`src/rtl/pcu_pkg.sv`:
```
package pcu_pkg;

   typedef enum logic [2:0] {
      CMD_IDLE  = 3'd0,
      CMD_ADV   = 3'd1,
      CMD_PCL   = 3'd2,
      CMD_JUMP  = 3'd3,
      CMD_CALL  = 3'd4,
      CMD_RET   = 3'd5,
      CMD_RETI  = 3'd6,
      CMD_IRQ   = 3'd7
   } pcu_cmd_e;

   function automatic logic cmd_pushes(input pcu_cmd_e c);
      return (c == CMD_CALL) || (c == CMD_IRQ);
   endfunction

   function automatic logic cmd_pops(input pcu_cmd_e c);
      return (c == CMD_RET) || (c == CMD_RETI);
   endfunction

endpackage

```
`src/rtl/pcu_cmd_arb.sv`:
```
module pcu_cmd_arb
   import pcu_pkg::*;
(
   input  logic     adv,
   input  logic     jump,
   input  logic     call,
   input  logic     pcl_wr,
   input  logic     ret,
   input  logic     reti,
   input  logic     irq,
   output pcu_cmd_e cmd
);

   always_comb begin
      if (irq)         cmd = CMD_IRQ;
      else if (reti)   cmd = CMD_RETI;
      else if (ret)    cmd = CMD_RET;
      else if (call)   cmd = CMD_CALL;
      else if (jump)   cmd = CMD_JUMP;
      else if (pcl_wr) cmd = CMD_PCL;
      else if (adv)    cmd = CMD_ADV;
      else             cmd = CMD_IDLE;
   end

endmodule

```
`src/rtl/pcu_ret_stack.sv`:
```
module pcu_ret_stack #(
   parameter int DEPTH = 8,
   parameter int W     = 13
) (
   input  logic         clk,
   input  logic         rst_n,
   input  logic         push,
   input  logic         pop,
   input  logic [W-1:0] push_data,
   output logic [W-1:0] top_data
);

   localparam int PTR_W = (DEPTH > 1) ? $clog2(DEPTH) : 1;

   if ((1 << PTR_W) != DEPTH) begin : g_bad_depth
      $error("pcu_ret_stack: DEPTH must be a power of two");
   end

   logic [PTR_W-1:0] wr_ptr;
   logic [PTR_W-1:0] rd_ptr;
   logic [W-1:0]     slot [DEPTH];

   assign rd_ptr   = wr_ptr - 1'b1;
   assign top_data = slot[rd_ptr];

   always_ff @(posedge clk or negedge rst_n) begin
      if (!rst_n)    wr_ptr <= '0;
      else if (push) wr_ptr <= wr_ptr + 1'b1;
      else if (pop)  wr_ptr <= wr_ptr - 1'b1;
   end

   for (genvar i = 0; i < DEPTH; i++) begin : g_slot
      always_ff @(posedge clk or negedge rst_n) begin
         if (!rst_n)
            slot[i] <= '0;
         else if (push && (wr_ptr == PTR_W'(i)))
            slot[i] <= push_data;
      end
   end

   // pointer moves one step per push and wraps around the ring
   p_ring_push_r8: assert property (@(posedge clk) disable iff (!rst_n)
      push |=> wr_ptr == PTR_W'($past(wr_ptr) + 1'b1));
   // a pop steps the pointer back by one
   p_ring_pop_r7: assert property (@(posedge clk) disable iff (!rst_n)
      (pop && !push) |=> wr_ptr == PTR_W'($past(wr_ptr) - 1'b1));
   // the pushed value becomes the top entry
   p_push_top_r4: assert property (@(posedge clk) disable iff (!rst_n)
      push |=> top_data == $past(push_data));

endmodule

```
`src/rtl/pcu_next_addr.sv`:
```
module pcu_next_addr
   import pcu_pkg::*;
#(
   parameter int PC_W       = 13,
   parameter int HOLD_W     = 5,
   parameter int LIT_W      = 11,
   parameter int IMPL_WORDS = 4096,
   parameter int IRQ_VEC    = 4
) (
   input  pcu_cmd_e          cmd,
   input  logic [PC_W-1:0]   pc,
   input  logic [HOLD_W-1:0] hold,
   input  logic [LIT_W-1:0]  lit,
   input  logic [PC_W-HOLD_W-1:0] pcl_data,
   input  logic [PC_W-1:0]   pop_data,
   output logic [PC_W-1:0]   next_pc,
   output logic              push_en,
   output logic              pop_en,
   output logic [PC_W-1:0]   push_data
);

   localparam int TOP_W = PC_W - LIT_W;
   localparam logic [PC_W-1:0] ADDR_MASK = PC_W'(IMPL_WORDS - 1);

   logic [PC_W-1:0] raw_pc;
   logic [PC_W-1:0] seq_pc;
   logic [PC_W-1:0] lit_tgt;
   logic [PC_W-1:0] pcl_tgt;

   assign seq_pc  = pc + 1'b1;
   assign lit_tgt = {hold[HOLD_W-1 -: TOP_W], lit};
   assign pcl_tgt = {hold, pcl_data};

   always_comb begin
      unique case (cmd)
         CMD_ADV:  raw_pc = seq_pc;
         CMD_PCL:  raw_pc = pcl_tgt;
         CMD_JUMP,
         CMD_CALL: raw_pc = lit_tgt;
         CMD_RET,
         CMD_RETI: raw_pc = pop_data;
         CMD_IRQ:  raw_pc = PC_W'(IRQ_VEC);
         default:  raw_pc = pc;
      endcase
   end

   if (IMPL_WORDS == (1 << PC_W)) begin : g_full_space
      assign next_pc   = raw_pc;
      assign push_data = (cmd == CMD_IRQ) ? pc : seq_pc;
   end else begin : g_wrapped_space
      assign next_pc   = raw_pc & ADDR_MASK;
      assign push_data = (cmd == CMD_IRQ) ? pc : (seq_pc & ADDR_MASK);
   end

   assign push_en = cmd_pushes(cmd);
   assign pop_en  = cmd_pops(cmd);

endmodule

```
`src/rtl/pc_seq_unit.sv`:
```
module pc_seq_unit
   import pcu_pkg::*;
#(
   parameter int PC_W        = 13,
   parameter int HOLD_W      = 5,
   parameter int LIT_W       = 11,
   parameter int STACK_DEPTH = 8,
   parameter int IMPL_WORDS  = 4096,
   parameter int RESET_VEC   = 0,
   parameter int IRQ_VEC     = 4
) (
   input  logic                   clk,
   input  logic                   rst_n,
   input  logic                   adv_i,
   input  logic                   jump_i,
   input  logic                   call_i,
   input  logic                   pcl_wr_i,
   input  logic [PC_W-HOLD_W-1:0] pcl_data_i,
   input  logic [LIT_W-1:0]       lit_i,
   input  logic                   ret_i,
   input  logic                   reti_i,
   input  logic                   irq_take_i,
   input  logic                   hold_wr_i,
   input  logic [HOLD_W-1:0]      hold_data_i,
   output logic [PC_W-1:0]        fetch_addr_o,
   output logic                   int_reenable_o
);

   localparam logic [PC_W-1:0] ADDR_MASK = PC_W'(IMPL_WORDS - 1);

   if ((IMPL_WORDS & (IMPL_WORDS - 1)) != 0 || IMPL_WORDS > (1 << PC_W)
       || IMPL_WORDS < 2) begin : g_bad_words
      $error("pc_seq_unit: IMPL_WORDS must be a power of two within the PC range");
   end
   if (LIT_W >= PC_W || HOLD_W < PC_W - LIT_W || HOLD_W >= PC_W) begin : g_bad_fields
      $error("pc_seq_unit: literal and holding widths do not fit the PC");
   end
   if (IRQ_VEC >= IMPL_WORDS || RESET_VEC >= IMPL_WORDS) begin : g_bad_vec
      $error("pc_seq_unit: vectors must lie inside the implemented space");
   end

   pcu_cmd_e          cmd;
   logic [PC_W-1:0]   pc_q;
   logic [PC_W-1:0]   pc_d;
   logic [HOLD_W-1:0] hold_q;
   logic              reen_q;
   logic              push_en;
   logic              pop_en;
   logic [PC_W-1:0]   push_data;
   logic [PC_W-1:0]   pop_data;

   pcu_cmd_arb u_arb (
      .adv    (adv_i),
      .jump   (jump_i),
      .call   (call_i),
      .pcl_wr (pcl_wr_i),
      .ret    (ret_i),
      .reti   (reti_i),
      .irq    (irq_take_i),
      .cmd    (cmd)
   );

   pcu_next_addr #(
      .PC_W       (PC_W),
      .HOLD_W     (HOLD_W),
      .LIT_W      (LIT_W),
      .IMPL_WORDS (IMPL_WORDS),
      .IRQ_VEC    (IRQ_VEC)
   ) u_next (
      .cmd       (cmd),
      .pc        (pc_q),
      .hold      (hold_q),
      .lit       (lit_i),
      .pcl_data  (pcl_data_i),
      .pop_data  (pop_data),
      .next_pc   (pc_d),
      .push_en   (push_en),
      .pop_en    (pop_en),
      .push_data (push_data)
   );

   pcu_ret_stack #(
      .DEPTH (STACK_DEPTH),
      .W     (PC_W)
   ) u_stack (
      .clk       (clk),
      .rst_n     (rst_n),
      .push      (push_en),
      .pop       (pop_en),
      .push_data (push_data),
      .top_data  (pop_data)
   );

   always_ff @(posedge clk or negedge rst_n) begin
      if (!rst_n) begin
         pc_q   <= PC_W'(RESET_VEC);
         hold_q <= '0;
         reen_q <= 1'b0;
      end else begin
         pc_q   <= pc_d;
         reen_q <= (cmd == CMD_RETI);
         if (hold_wr_i) hold_q <= hold_data_i;
      end
   end

   assign fetch_addr_o   = pc_q;
   assign int_reenable_o = reen_q;

   // interrupt entry always lands on the vector
   p_irq_vector_r9: assert property (@(posedge clk) disable iff (!rst_n)
      irq_take_i |=> fetch_addr_o == PC_W'(IRQ_VEC));
   // no strobe keeps the address
   p_idle_holds_r12: assert property (@(posedge clk) disable iff (!rst_n)
      !(adv_i || jump_i || call_i || pcl_wr_i || ret_i || reti_i || irq_take_i)
      |=> $stable(fetch_addr_o));
   // re-enable pulse follows a winning return-from-interrupt
   p_reenable_pulse_r10: assert property (@(posedge clk) disable iff (!rst_n)
      (reti_i && !irq_take_i) |=> int_reenable_o);
   // no pulse without a winning return-from-interrupt
   p_reenable_quiet_r10: assert property (@(posedge clk) disable iff (!rst_n)
      !(reti_i && !irq_take_i) |=> !int_reenable_o);
   // sequential advance with wrap
   p_advance_r2: assert property (@(posedge clk) disable iff (!rst_n)
      (adv_i && !(jump_i || call_i || pcl_wr_i || ret_i || reti_i || irq_take_i))
      |=> fetch_addr_o == PC_W'(($past(fetch_addr_o) + 1'b1) & ADDR_MASK));
   // address stays in the implemented space
   p_in_range_r2: assert property (@(posedge clk) disable iff (!rst_n)
      (fetch_addr_o & ~ADDR_MASK) == '0);

endmodule

```
`config.mk`:
```
export PLATFORM = sky130hd
export DESIGN_NAME = pc_seq_unit
export DESIGN_NICKNAME = d
export VERILOG_FILES = /design/src/rtl/pcu_pkg.sv /design/src/rtl/pcu_cmd_arb.sv /design/src/rtl/pcu_ret_stack.sv /design/src/rtl/pcu_next_addr.sv /design/src/rtl/pc_seq_unit.sv
export SDC_FILE = /design/constraint.sdc
export NUM_CORES = 1
export LEC_CHECK = 0
export BUFFER_PORTS_ARGS = -buffer_cell sky130_fd_sc_hd__buf_4
export CAP_MARGIN = 30
export CORE_MARGIN = 8
export CORE_UTILIZATION = 53
export DETAILED_ROUTE_END_ITERATION = 12
export GPL_TIMING_DRIVEN = 0
export PLACE_DENSITY = 0.79
export SLEW_MARGIN = 40
export SYNTH_ARGS = -nofsm -noshare
export SYNTH_HDL_FRONTEND = slang
export SYNTH_SLANG_ARGS = --single-unit
export TNS_END_PERCENT = 100
```
`constraint.sdc`:
```
create_clock -name clk -period 2.9 [get_ports clk]
set_clock_uncertainty 0.1 [all_clocks]
set_input_delay 0.145 -clock clk [delete_from_list [all_inputs] [get_ports clk]]
set_output_delay 0.145 -clock clk [all_outputs]
set_load 0.005 [all_outputs]
```
# After elaboration in Yosys (flattened, before gate mapping)
# Cells that the tools add are included.
[word_totals]
ff_bits = 124
output_inout_bits = 14
elab_cells = 60
[classes]
n_addsub = 3
n_lt_le_gt_ge = 1
n_eq_ne = 14
mux = 14
bitwise_logic = 1
reduce_logical = 15
[op_table]
columns = ["cell", "n"]
rows = [
  ["$pmux W12 S5", 1],
  ["$bmux W13 S3", 1],
  ["$mux W12", 3],
  ["$eq A3 B3 Y1 const B", 8],
  ["$mux W3", 8],
  ["$add A12 B1 Y12 const B", 1],
  ["$eq A3 B2 Y1 const B", 4],
  ["$logic_and A1 B1 Y1", 8],
  ["$eq A3 B1 Y1 const B", 2],
  ["$reduce_bool A5 Y1", 1],
  ["$ge A4 B4 Y1 const B", 1],
  ["$not A3 Y4", 1],
  ["$reduce_or A2 Y1", 2],
  ["$add A3 B1 Y3 const B", 1],
  ["$logic_not A3 Y1", 1],
  ["$sub A3 B1 Y3 const B", 1],
  ["$logic_or A1 B1 Y1", 2],
  ["$reduce_bool A2 Y1", 1],
  ["$mux W1", 1],
]

# Longest topological paths before layout
[depth]
depth_word = 11
depth_mapped = 10

# Modules after synthesis
# A second synthesis with hierarchy kept.
[hier_totals]
cells_unflattened = 595
area_unflattened_um2 = 7050.5
[modules_own_cells]
columns = ["mod", "instances", "cells_each", "area_per_inst_um2"]
rows = [
  ["pcu_ret_stack", 1, 383, 5151.2],
  ["pcu_next_addr", 1, 177, 1313.8],
  ["pc_seq_unit", 1, 25, 540.5],
  ["pcu_cmd_arb", 1, 10, 45.0],
]

# Least setup slack after synthesis
# No wires, ideal clock.
[synth_path]
path_kind = "reg2reg"
start = "register u_stack.wr_ptr[0]"
end = "register pc_q[6], in the netlist fetch_addr_o[6]"
setup_time_ps = 129
arrival_ps = 2465
setup_slack_ps = 207
stages_incl_launch_ff = 11
n_path_buf = 4
period_less_slack_ps = 2693
cell_sequence = "dfrtp_1 buf_6 buf_2 inv_1 ha_1 buf_2 clkbuf_1 mux4_2 a22o_1 a221oi_2 o21ai_1"
[synth_between]
elab_chain_len = 6
[synth_rtl]
columns = ["element", "line_no", "rtl"]
rows = [
  ["start, declared", "pcu_ret_stack.sv:19", "logic [PTR_W-1:0] wr_ptr;"],
  ["start signal, assigned", "pcu_ret_stack.sv:28", "else if (push) wr_ptr <= wr_ptr + 1'b1;"],
  ["start signal, assigned", "pcu_ret_stack.sv:29", "else if (pop) wr_ptr <= wr_ptr - 1'b1;"],
  ["$sub A3 B1 Y3", "pcu_ret_stack.sv:23", "assign rd_ptr = wr_ptr - 1'b1;"],
  ["$not A3 Y4 (not written as such)", "pcu_ret_stack.sv:24", "assign top_data = slot[rd_ptr];"],
  ["$bmux W13 S3", "pcu_ret_stack.sv:24", ""],
  ["$mux W12 (not written as such) (2 in series)", "pcu_ret_stack.sv:24", ""],
  ["$pmux W12 S5", "pcu_next_addr.sv:35", "unique case (cmd)"],
  ["end signal, assigned", "pc_seq_unit.sv:96", "pc_q <= PC_W'(RESET_VEC);"],
  ["end signal, assigned", "pc_seq_unit.sv:100", "pc_q <= pc_d;"],
  ["end, declared", "pc_seq_unit.sv:43", "logic [PC_W-1:0] pc_q;"],
]
# No other way between the ends. The select of a mux whose other input is x is not followed.
# A chain may end at the register's enable or synchronous reset.

# Worst setup path after layout
# Same ends and word-level chain as after synthesis.

==> run metrics <==
outcome=finished, final reports clean; total CTS buffers=17; final setup vio count=0; fin cells=765; Hold Path Origin=jump_i; Worst-path clk slew=0.06 ns; CP most frequent cell=buf_6; CTS sink count=116; Slew @ Worst Pin=0.811 ns; worst setup path start=u_stack.wr_ptr[0]; GR Overflow Total=0; Pre-antenna DRT Iters=6; post-synth top area cell=dfrtp_1; CP Capture Type=flip-flop; worst hold path cell count=4; final WL=15800 µm; Int Power=4.54 mW; Required @ worst endpoint=3.18 ns; Post-Syn Area per Cell=10.8 µm²; r2r startpoint=u_stack.wr_ptr[0]; ANT nets after route=0; PwrDens=1030 nW/µm²; initial drt markers=518; clk buf depth=2; clk_lat worst skew=0.51 ns; VDD IR max=0.000465 V; sequential share of the synthesized area=0.515; synth unique cells=48; initial cell density of the core=0.546; Synth Register Bits=~120; setup bufs post-CTS=0; Worst slew margin=0.456; area share of the largest cell type after synthesis=0.515; Root Buffer=clkbuf_8; f_max=360 MHz; Final HPWL DP=about 10000 µm; chip width=between 100 and 150 µm; worst path cell trace=buf_6, buf_6, inv_1, ha_1, buf_2, buf_4, mux4_2, a22o_1, a221oi_2, o21ai_1; unrepaired setup endpoints after global routing=false; cell class contributing the biggest share of worst-path delay=buffers and inverters; Die Height=between 100 and 150 µm; arrival time at the worst endpoint=3.06 ns; DP Area=6140 µm²; H-Tree Depth=4; Layout Area Growth over Synthesis=25.2%; Tmin final=2.77 ns; die area=approximately 14000 µm²; Final period util=0.957; Post-Synthesis Cells=523; final instance area=7060 µm²; Max Slew Vio Count=0; Slowest cell on crit path=dfrtp_1; Worst Setup Path Type=flip-flop to flip-flop; TNS Setup=0 ns; hold slack=0.0386 ns; Sequential Power Share=0.360; first-pass GRT wire length=26000 µm; initial antenna violation count=0; IO Pins=48; Yosys warnings=0; Worst setup SP type=flip-flop; Final Hold Vio Count=0; drt wl/cell=around 21 µm; TritonCTS clock tree=done; fin util=0.684; routed vias/inst=approximately 6; hold crit path type=input pin to flip-flop; Core ar.=about 10000 µm²; Synth area leaders=dfrtp_1, mux4_2, o21ai_0; worst path bufs/invs=5; synthesized net count=565; largest net degree at the start of global routing=around 120; CP max stage delay=around 0.41 ns; Final nets=658; P_leak=slightly above 3 nW; site row count=37; DRC Markers=0; Port-buffer cells=between 40 and 50; Comb pwr share=0.356; clock share of power=0.284; vias in the first global route=slightly below 5000; worst-path fanout max=10; dpl cells=703; Antenna diodes=0; switching power=2.71 mW; GP Congestion=just under 0.9; synthesized cell area=roughly 5600 µm²; Via Count=4625; share of post-route cells with drive strength above 1=0.234; number of stages on the worst setup path=10; net switching fraction of the power=0.374; max cap viols=0; gr usage total=0.230; R2R cell count=10
==> cell families after synthesis <==
kind of cell,after synthesis,synth area share
adders and majority gates,8,0.0178
and+or+nand+nor,164,0.139
buffers and inverters,38,0.0344
DFF,116,0.515
AOI/OAI and AO/OA,141,0.145
muxes,30,0.107
other,1,0.000665
xor gates and xnor gates,25,0.0415
==> final timing paths <==
path | end | slack [ns]
min in group asynchronous | int_reenable_o | 0.07
min reg2reg | u_stack.slot[45] | 0.38
min | fetch_addr_o[7] | 0.04
max | fetch_addr_o[6] | 0.13
max reg2reg | fetch_addr_o[6] | 0.13
max in group asynchronous | u_stack.slot[30] | 2.00
==> sequential cells by signal (all words and copies together) (netlist names) <==
signal          cells
hold_q              4
int_reenable_o      1
fetch_addr_o       12
u_stack.wr_ptr      3
u_stack.slot       96
==> layer usage <==
| layer | vias up | share of wire | track usage |
|---|---|---|---|
| met5 | - | 0 | 0 |
| met4 | 0 | 0.025 | 0.0996 |
| met3 | 30 | 0.079 | 0.0652 |
| met2 | 226 | 0.50 | 0.387 |
| met1 | 2323 | 0.39 | 0.272 |
| li1 | 2046 | - | - |
==> area by class of cell <==
cell class / count / area (µm²)
buffer: 32 / 183
clock buffer: 17 / 414
clock inverter: 15 / 169
fill: 698 / 3270
inverter: 6 / 22.5
multi-input combinational: 369 / 2540
sequential: 116 / 2900
tap: 136 / 170
timing repair buffer: 74 / 656
==> Yosys cell counts, drive strengths merged <==
| master | instances |
|---|---|
| ha | 8 |
| o21ai | 102 |
| a21oi | 4 |
| a22o | 3 |
| and3 | 4 |
| nand4b | 1 |
| nor2 | 16 |
| or3 | 1 |
| a22oi | 13 |
| nand3 | 11 |
| or2 | 2 |
| and2 | 1 |
| a21o | 2 |
| xor2 | 14 |
| a211oi | 1 |
| nand4 | 6 |
| xnor2 | 11 |
| nand2 | 112 |
| dfrtp | 116 |
| conb | 1 |
| nand2b | 1 |
| nor4b | 1 |
| mux2 | 4 |
| o22ai | 2 |
| a31oi | 3 |
| mux4 | 24 |
| nor2b | 3 |
| o21a | 1 |
| o221ai | 1 |
| a221oi | 9 |
| mux2i | 2 |
| clkbuf | 11 |
| inv | 6 |
| buf | 21 |
| nor3 | 4 |
| nor4 | 1 |
==> tightest hold or removal path: cells and delay by family <==
family | cells | cell delay (ns)
AND/OR/NAND/NOR | 2 | 0.24
buffers and inverters | 1 | 0.12
AO/OA/AOI/OAI | 1 | 0.09
==> placed cells by master, fill, tap and decap left out, types with 4 or more instances in the layout <==
cell type / netlist / routed
buf_6: 3 / 4
ha_1: 8 / 8
nand3_1: 5 / 5
xnor2_1: 9 / 9
a21oi_1: 4 / 4
o21ai_1: 15 / 15
and3_1: 4 / 4
inv_1: 6 / 6
nand4_1: 5 / 5
dlygate4sd3_1: 0 / 29
nor2_1: 13 / 13
mux2_2: 4 / 4
a22oi_1: 13 / 13
mux4_2: 24 / 24
nand2_1: 112 / 112
xor2_1: 14 / 14
clkinv_4: 0 / 4
inv_6: 0 / 7
clkbuf_16: 0 / 16
dfrtp_1: 116 / 116
a221oi_1: 7 / 7
buf_2: 14 / 14
clkbuf_1: 11 / 10
nand3_2: 6 / 6
buf_4: 3 / 47
o21ai_0: 87 / 87
==> what timing repair did <==
item / in CTS / in global routing
gates resized for setup: 4 / 2
setup endpoints to repair: 10 / 7
hold buffers: 29 / 0
endpoints found under the hold margin: 132 / 0
==> power groups by stage <==
stage | Sequential, mW | Clock [mW] | Combinational (mW)
finish | 2.61 | 2.06 | 2.58
global placement | 2.54 | 0 | 2.34
detailed placement | 2.59 | 0 | 2.43
CTS | 2.59 | 2.07 | 2.55
floorplan | 2.48 | 0 | 1.72
global route | 2.67 | 2.14 | 2.82
==> per-stage QoR <==
stage | total power, mW | setup WS (ns)
global placement | 4.89 | -0.406
floorplan | 4.19 | 0.207
finish | 7.26 | 0.126
detailed placement | 5.02 | -0.451
global route | 7.63 | 0.0187
CTS | 7.20 | 0.0288
(Power assumes the default switching activity.)
